[src/rtl/sm3s1_pkg.sv]
package sm3s1_pkg;
  localparam int unsigned WORD_W   = 32;
  localparam int unsigned LANES    = 4;
  localparam int unsigned MIX_ROT  = 15;
  localparam int unsigned P1_ROT_A = 15;
  localparam int unsigned P1_ROT_B = 23;

  // lanes below the top one carry the rotated first-source term
  function automatic bit lane_has_rot(int unsigned lane, int unsigned lanes);
    return lane < lanes - 1;
  endfunction
endpackage

[src/rtl/sm3s1_rol.sv]
module sm3s1_rol #(
  parameter int unsigned W = 32,
  parameter int unsigned R = 15
) (
  input  logic [W-1:0] x_i,
  output logic [W-1:0] y_o
);
  localparam int unsigned SH = R % W;

  generate
    if (SH == 0) begin : g_pass
      assign y_o = x_i;
    end else begin : g_rot
      assign y_o = {x_i[W-1-SH:0], x_i[W-1:W-SH]};
    end
  endgenerate
endmodule

[src/rtl/sm3s1_mix.sv]
module sm3s1_mix #(
  parameter int unsigned W   = 32,
  parameter int unsigned ROT = 15
) (
  input  logic [W-1:0] acc_word_i,
  input  logic [W-1:0] srcb_word_i,
  input  logic [W-1:0] srca_word_i,
  output logic [W-1:0] t_o
);
  logic [W-1:0] srca_rot;

  sm3s1_rol #(.W(W), .R(ROT)) u_rol (
    .x_i(srca_word_i),
    .y_o(srca_rot)
  );

  assign t_o = acc_word_i ^ srcb_word_i ^ srca_rot;
endmodule

[src/rtl/sm3s1_perm.sv]
module sm3s1_perm #(
  parameter int unsigned W  = 32,
  parameter int unsigned RA = 15,
  parameter int unsigned RB = 23
) (
  input  logic [W-1:0] t_i,
  output logic [W-1:0] p_o
);
  logic [W-1:0] rot_a, rot_b;

  sm3s1_rol #(.W(W), .R(RA)) u_rol_a (.x_i(t_i), .y_o(rot_a));
  sm3s1_rol #(.W(W), .R(RB)) u_rol_b (.x_i(t_i), .y_o(rot_b));

  assign p_o = t_i ^ rot_a ^ rot_b;
endmodule

[src/rtl/sm3_sched1_unit.sv]
module sm3_sched1_unit #(
  parameter int unsigned WORD_W   = sm3s1_pkg::WORD_W,
  parameter int unsigned LANES    = sm3s1_pkg::LANES,
  parameter int unsigned MIX_ROT  = sm3s1_pkg::MIX_ROT,
  parameter int unsigned P1_ROT_A = sm3s1_pkg::P1_ROT_A,
  parameter int unsigned P1_ROT_B = sm3s1_pkg::P1_ROT_B,
  localparam int unsigned OP_W    = WORD_W * LANES
) (
  input  logic            clk_i,
  input  logic            rst_ni,
  input  logic            valid_i,
  input  logic [OP_W-1:0] acc_i,
  input  logic [OP_W-1:0] srca_i,
  input  logic [OP_W-1:0] srcb_i,
  output logic            valid_o,
  output logic [OP_W-1:0] result_o
);
  logic [WORD_W-1:0] t_w [LANES];
  logic [OP_W-1:0]   res_d;
  logic [OP_W-1:0]   res_q;
  logic              valid_q;
  logic              unused_srca_top;

  // top first-source word never enters the network
  assign unused_srca_top = ^srca_i[OP_W-1 -: WORD_W];

  generate
    for (genvar k = 0; k < LANES; k++) begin : g_lane
      if (sm3s1_pkg::lane_has_rot(k, LANES)) begin : g_rot
        sm3s1_mix #(.W(WORD_W), .ROT(MIX_ROT)) u_mix (
          .acc_word_i (acc_i [k*WORD_W +: WORD_W]),
          .srcb_word_i(srcb_i[k*WORD_W +: WORD_W]),
          .srca_word_i(srca_i[k*WORD_W +: WORD_W]),
          .t_o        (t_w[k])
        );
      end else begin : g_plain
        assign t_w[k] = acc_i[k*WORD_W +: WORD_W] ^ srcb_i[k*WORD_W +: WORD_W];
      end

      sm3s1_perm #(.W(WORD_W), .RA(P1_ROT_A), .RB(P1_ROT_B)) u_perm (
        .t_i(t_w[k]),
        .p_o(res_d[k*WORD_W +: WORD_W])
      );
    end
  endgenerate

  always_ff @(posedge clk_i or negedge rst_ni) begin
    if (!rst_ni) begin
      valid_q <= 1'b0;
      res_q   <= '0;
    end else begin
      valid_q <= valid_i;
      if (valid_i) res_q <= res_d;
    end
  end

  assign valid_o  = valid_q;
  assign result_o = res_q;
endmodule

[config.mk]
export PLATFORM = sky130hd
export DESIGN_NAME = sm3_sched1_unit
export DESIGN_NICKNAME = d
export VERILOG_FILES = /design/src/rtl/sm3s1_pkg.sv /design/src/rtl/sm3s1_rol.sv /design/src/rtl/sm3s1_mix.sv /design/src/rtl/sm3s1_perm.sv /design/src/rtl/sm3_sched1_unit.sv
export SDC_FILE = /design/constraint.sdc
export NUM_CORES = 1
export LEC_CHECK = 0
export BUFFER_PORTS_ARGS = -buffer_cell sky130_fd_sc_hd__buf_2
export CELL_PAD_IN_SITES_DETAIL_PLACEMENT = 1
export CELL_PAD_IN_SITES_GLOBAL_PLACEMENT = 2
export CORE_MARGIN = 4
export CORE_UTILIZATION = 35
export DETAILED_ROUTE_END_ITERATION = 7
export GPL_ROUTABILITY_DRIVEN = 0
export PLACE_DENSITY = 0.95
export SYNTH_ARGS = -nofsm -noshare
export SYNTH_HDL_FRONTEND = slang
export SYNTH_HIERARCHICAL = 1
export SYNTH_SLANG_ARGS = --single-unit
[constraint.sdc]
create_clock -name clk_i -period 1.7 [get_ports clk_i]
set_input_delay 0.255 -clock clk_i [delete_from_list [all_inputs] [get_ports clk_i]]
set_output_delay 0.255 -clock clk_i [all_outputs]
set_load 0.01 [all_outputs]
==> After elaboration in Yosys (flattened, before gate mapping) <==
Cells that the tools add are included.
{ "word_totals": {"register_bits": 129} }
{ "classes": {"n_bitwise": 15} }
{ "op_table": {"columns": ["cell", "count"], "rows": [
  ["bitwise XOR 32 bit", 15]
]} }

==> Depth between registers and ports, before layout <==
Gate-level depths: netlist (run 1).
{ "logic_depth": {"depth_word": 4, "depth_mapped": 5, "depth_no_buf": 3} }

==> Modules after synthesis <==
The synthesis (run 1) kept the hierarchy.
{ "modules_own_cells": {"columns": ["mod", "instances", "cells_each", "area_each_um2"], "rows": [
  ["sm3_sched1_unit", 1, 303, 5127.4],
  ["sm3s1_perm", 4, 32, 760.7],
  ["sm3s1_rol", 11, 32, 240.2],
  ["sm3s1_mix", 3, 32, 760.7]
]} }

==> Worst setup path after synthesis (run 1) <==
Ideal clock, no wire load.
{ "synth_timing": {"kind": "in2reg", "startpoint": "input srcb_i[17]", "endpoint": "register res_q[0], in the netlist result_o[0]", "setup_time_ns": 0.125, "arrival_time_ns": 1.414, "setup_slack_ns": 0.161, "stages": 4, "cell_sequence": "xor3_1 buf_4 xor3_1 mux2_2"} }
{ "synth_via": {"elab_chain_len": 4} }
{ "synth_lines": {"columns": ["element", "line_no", "source"], "rows": [
  ["start: declaration", "sm3_sched1_unit.sv:14", "input logic [OP_W-1:0] srcb_i,"],
  ["bitwise XOR 32 bit (2 in series)", "sm3s1_mix.sv:17", "assign t_o = acc_word_i ^ srcb_word_i ^ srca_rot;"],
  ["net g_lane[0].u_perm.rot_a[0]", "sm3s1_perm.sv:9", "logic [W-1:0] rot_a, rot_b;"],
  ["bitwise XOR 32 bit (2 in series)", "sm3s1_perm.sv:14", "assign p_o = t_i ^ rot_a ^ rot_b;"],
  ["net res_d[0]", "sm3_sched1_unit.sv:19", "logic [OP_W-1:0] res_d;"],
  ["end signal: assignment", "sm3_sched1_unit.sv:53", "if (valid_i) res_q <= res_d;"],
  ["end: declaration", "sm3_sched1_unit.sv:20", "logic [OP_W-1:0] res_q;"]
]} }
The timed path passes the listed nets, and every way through them passes these cells.
A chain may end at the register's enable or synchronous reset.

==> results_dict.tcl, run 1 <==
set metrics [dict create \
    layout_min_cycle_time_ps 1340 \
    drive_gt1_frac 0.644 \
    drc 0 \
    required_ps 2010 \
    timing.final.ws_setup_ps 359 \
    clock_path_buffers 2 \
    port_buffers 483 \
    synthToLayoutAreaGrowth_pct 10.4 \
    fmax_mhz 746 \
    fillCellCount 3898 \
    cts_root_buffer "clkbuf_16" \
    finalHoldViolCount 0 \
    avgSynthCellArea_sq_um 14.9 \
    ys.flop_type "dfrtp_1" \
    drt_iter0_drc 179 \
    synth_top_area_frac 0.407 \
    path_class "in -> reg" \
    leakagePower_nw 8.10 \
    fp-row-count 70 \
    placedCellCount 1533 \
    regArea_sq_um 3230 \
    nets 1472 \
    min_path_type "in -> reg" \
    clk_pin_slew_ps 60 \
    slew-limit-headroom 0.665 \
    grt-ovfl-total 0 \
    htree_levels 4 \
    grt_max_degree 44 \
    io_pins 516 \
    finalSetupViolCount 0 \
    utilization 0.393 \
    tightest_slew_ps 503 \
    min_period_over_period 0.789 \
    tritoncts "done" \
    worst-path-max-fanout 3 \
    power_mw 17.6 \
    r2r_slack_ps 890 \
    avgViaCountPerCell 4.32 \
    layoutNonFillerInstCount 1563 \
    clkLatencyLatePin_ps 430 \
    synth_top_area_cell "xor3_1" \
    detail_route.wl_per_cell_um 20.2 \
    dp_hpwl_um 26900 \
    maxCapViolCount 0 \
    critPathCaptureType "flip-flop" \
    initial_core_util 0.356 \
    cts_sinks 129 \
    syn_area_sq_um 13100 \
    status "finished, final reports clean" \
    drv_slew 0 \
    synthTopCellsByArea "xor3_1 (41%), dfrtp_1 (25%), buf_4 (20%)" \
    dr.pass1.iters 4 \
    die_area_sq_um 40600 \
    tns_ps 0 \
    multi_input_area_sq_um 7050 \
    dpl_cell_area_sq_um 13800 \
    place_ws_ps -62.6 \
    synthArstFlopShare 1.00 \
    vdd_drop_max_mv 0.693 \
    synth-edff-count 0 \
    worst_clock_skew_ps 0 \
    ys_seq_area_frac 0.247 \
    ant_nets 0 \
    synthTopCellsByCount "buf_4 (352), xor3_1 (224), dfrtp_1 (129)" \
    ys_warn_count 6 \
    synth_cells 879 \
    grt_pass1_wl_um 47400 \
    chipWidth_um 201 \
    numCtsBuffers 17 \
    synthDistinctLibCells 7 \
    coreArea_sq_um 36800 \
    crit_arrival_ps 1650 \
    grt.total_usage 0.153 \
    start_kind "input port" \
    num_vias 6753 \
    synth_nets 1266 \
    drt-total-wl_um 31500 \
    synth-seq-cells 129 \
    final_area_sq_um 14500 \
    powerDensity_nw_per_um2 1220 \
    hold_slack_ps 80.4 \
    yosysMostFrequentCell "buf_4" \
    rsz0062_at_grt "false" \
    grt_pass1_vias 8083 \
    grt_antenna_before_repair 3 \
    die_y_um 201 \
]
[final timing paths]
| check | endpoint | start | depth (start not counted) |
|---|---|---|---|
| setup / recovery | result_o[33] | srcb_i[50] | 4 |
| hold / removal | valid_o | valid_i | 1 |
| setup reg to reg | result_o[59] | result_o[59] | 1 |
| hold reg to reg | result_o[7] | result_o[7] | 1 |
| max in group asynchronous | result_o[127] | rst_ni | 3 |
| min in group asynchronous | result_o[84] | rst_ni | 2 |
[layer usage]
metal  GRT usage  part of all wire  vias up
met5           0           0.00032        -
met2       0.287              0.54      296
met3      0.0522             0.071       29
li1            -                 -     3067
met4      0.0432             0.015        2
met1       0.163              0.38     3359
[logic make-up (layout without fill, tap and decap cells)]
logic type,after synthesis,count (layout),share of synthesized area
xor+xnor,256,256,0.428
mux,128,128,0.110
flops,129,129,0.247
buf+inv,366,581,0.215
other cells,0,1,0
[cell usage in the layout (no fill, tap or decap)]
cell           instances
clkinvlp_4             1
clkinv_2               1
xor3_1               224
buf_12                 3
clkbuf_1               3
xor2_1                32
dlygate4sd3_1          1
buf_4                 66
bufinv_16              4
buf_6                  2
buf_2                481
clkbuf_16             17
diode_2                1
mux2_2               128
dfrtp_1              129
clkbuf_8               2
[critical path, cell delays in order]
cell	delay (ps)
buf_2	90
xor3_1	530
xor3_1	490
mux2_2	280
[cell type report]
cell class / count / area share
repair buffers: 553 / 0.207
multi-input cells: 384 / 0.487
flip-flops and latches: 129 / 0.223
clock inverters: 6 / 0.00918
diodes: 1 / 0.000173
well taps: 468 / 0.0405
clock buffers: 22 / 0.0321
[state kept, by name, indices dropped and copies added (netlist names)]
register / cells
result_o: 128
valid_o: 1
[repair_timing]
item | 4_1_cts | 5_1_grt
resized for setup | 0 | 0
hold endpoints to repair | 37 | 0
buffers inserted | 0 | 0
hold buffers | 1 | 0
[power breakdown]
part	internal (mW)	switching [mW]
registers	4.49	0.738
clock network	2.49	1.35
logic	5.18	3.35
total	12.2	5.44
No activity file was read; power rests on OpenSTA's default activity.
==> run 2, diff against run 1 <==
Settings changed: CORE_UTILIZATION 35 to 33, PLACE_DENSITY 0.95 to 0.94.
Clock period 1.7 ns to 1.4 ns, I/O delays scaled along.
==> results_dict.tcl, run 2 (same netlist as run 1, synthesis figures left out) <==
set metrics [dict create \
    final_common_cell "buf_2" \
    diodes 0 \
    power_frac_clock 0.223 \
    hold_slack_ps 41.5 \
    worst-path-max-fanout 2 \
    detail_route.wl_per_cell_um 20.1 \
    crit_start "srcb_i[52]" \
    path_class "in -> reg" \
    initial_core_util 0.336 \
    status "finished, final reports clean" \
    num_vias 6986 \
    slew-limit-headroom 0.784 \
    required_ps 1720 \
    finalSetupViolCount 0 \
    min_period_over_period 0.914 \
    maxCapViolCount 0 \
    power_mw 22.1 \
    numCtsBuffers 17 \
    tightest_slew_ps 323 \
    r2r_slack_ps 600 \
    crit_path_end "result_o[52]" \
    die_area_sq_um 42900 \
    ant_nets 0 \
    chipWidth_um 207 \
    switchingPower_mw 6.93 \
    grt_max_degree 46 \
    dp_hpwl_um 29000 \
    largest_reg_flops 128 \
    finalHoldViolCount 0 \
    drive_gt1_frac 0.663 \
    dr.pass1.iters 4 \
    whs_path_depth 1 \
    drv_slew 0 \
    reg2reg_depth 1 \
    layout_min_cycle_time_ps 1280 \
    layout_common_cells "buf_2 (481), xor3_1 (224), dfrtp_1 (129), mux2_2 (128), buf_4 (122)" \
    crit_arrival_ps 1600 \
    die_y_um 207 \
    nets 1529 \
    p_sw_frac 0.313 \
    clkLatencyLatePin_ps 430 \
    rsz0062_at_grt "false" \
    leakagePower_nw 8.40 \
    start_kind "input port" \
    cts_root_buffer "clkbuf_16" \
    grt_pass1_vias 8270 \
    clock_path_buffers 2 \
    port_buffers 483 \
    tritoncts "done" \
    drt-total-wl_um 33700 \
    worstReg2RegEnd "result_o[88]" \
    io_pins 516 \
    avgViaCountPerCell 4.18 \
    pwr-share-seq 0.290 \
    fmax_mhz 781 \
    coreArea_sq_um 38900 \
    critPathCaptureType "flip-flop" \
    synthToLayoutAreaGrowth_pct 14.6 \
    fp-row-count 72 \
    clk_pin_slew_ps 60 \
    pwr-share-comb 0.487 \
    vdd_drop_max_mv 0.825 \
    powerDensity_nw_per_um2 1470 \
    grt_pass1_wl_um 50400 \
    p_int_mw 15.2 \
    drc 0 \
    grt.total_usage 0.154 \
    grt_antenna_before_repair 4 \
    htree_levels 4 \
    min_path_type "in -> reg" \
    reg2reg_from "result_o[88]" \
    drt_iter0_drc 139 \
    worst_clock_skew_ps 0 \
    fillCellCount 4152 \
    grt-ovfl-total 0 \
    cts_sinks 129 \
]
-- run 2: metrics by stage --
step | area [sq um] | setup TNS (ps) | utilization | instances | setup slack, ps
after global placement | 14300 | -20370 | 0.369 | 1640 | -366
final | 15000 | 0 | 0.385 | 1673 | 120
after detailed placement | 14300 | -24350 | 0.369 | 1640 | -353
after CTS | 15000 | 0 | 0.385 | 1673 | 133
after global routing | 15000 | 0 | 0.385 | 1673 | 109
after floorplan | 13100 | -8980 | - | 879 | -93.6
-- run 2: critical path, cell delays in order --
cell and delay (ps):
buf_2 80, xor3_1 500, buf_4 190, xor3_1 340, mux2_2 270
-- run 2: routing by layer --
layer	global-route usage	routed length [um]	up-vias
li1	-	-	3198
met1	0.168	12700	3473
met4	0.0401	447	2
met5	0	13	-
met3	0.0396	1850	30
met2	0.296	18700	283
-- run 2: what timing repair did --
item,4_1_cts,5_1_grt
hold buffers,1,0
buffers inserted,0,0
resized for setup,0,0
hold endpoints to repair,56,0
-- run 2: final cells by class --
class / instances / area (sq um) / share of cell area
multi-input combinational: 384 / 7050 / 0.470
sequential: 129 / 3230 / 0.215
tap: 518 / 648 / 0.0432
clock buffer: 24 / 492 / 0.0328
clock inverter: 8 / 150 / 0.0100
timing repair buffer: 610 / 3440 / 0.229
-- run 2: worst min-delay path by stage --
stage	slack (ps)	startpoint	endpoint
global route	20	valid_i	valid_o
CTS	20	valid_i	valid_o
detailed placement	120	rst_ni	result_o[8]
finish	40	valid_i	valid_o
floorplan	-90	rst_ni	result_o[0]
global placement	120	rst_ni	result_o[8]
-- run 2: power by group through the flow --
| stage | Clock (mW) | Sequential [mW] | Combinational [mW] |
|---|---|---|---|
| after floorplan | 0 | 7.16 | 7.10 |
| after global placement | 0 | 6.34 | 10.5 |
| after detailed placement | 0 | 6.48 | 11.0 |
| after CTS | 5.11 | 6.45 | 11.0 |
| after global routing | 5.25 | 6.64 | 11.5 |
| final | 4.93 | 6.41 | 10.8 |
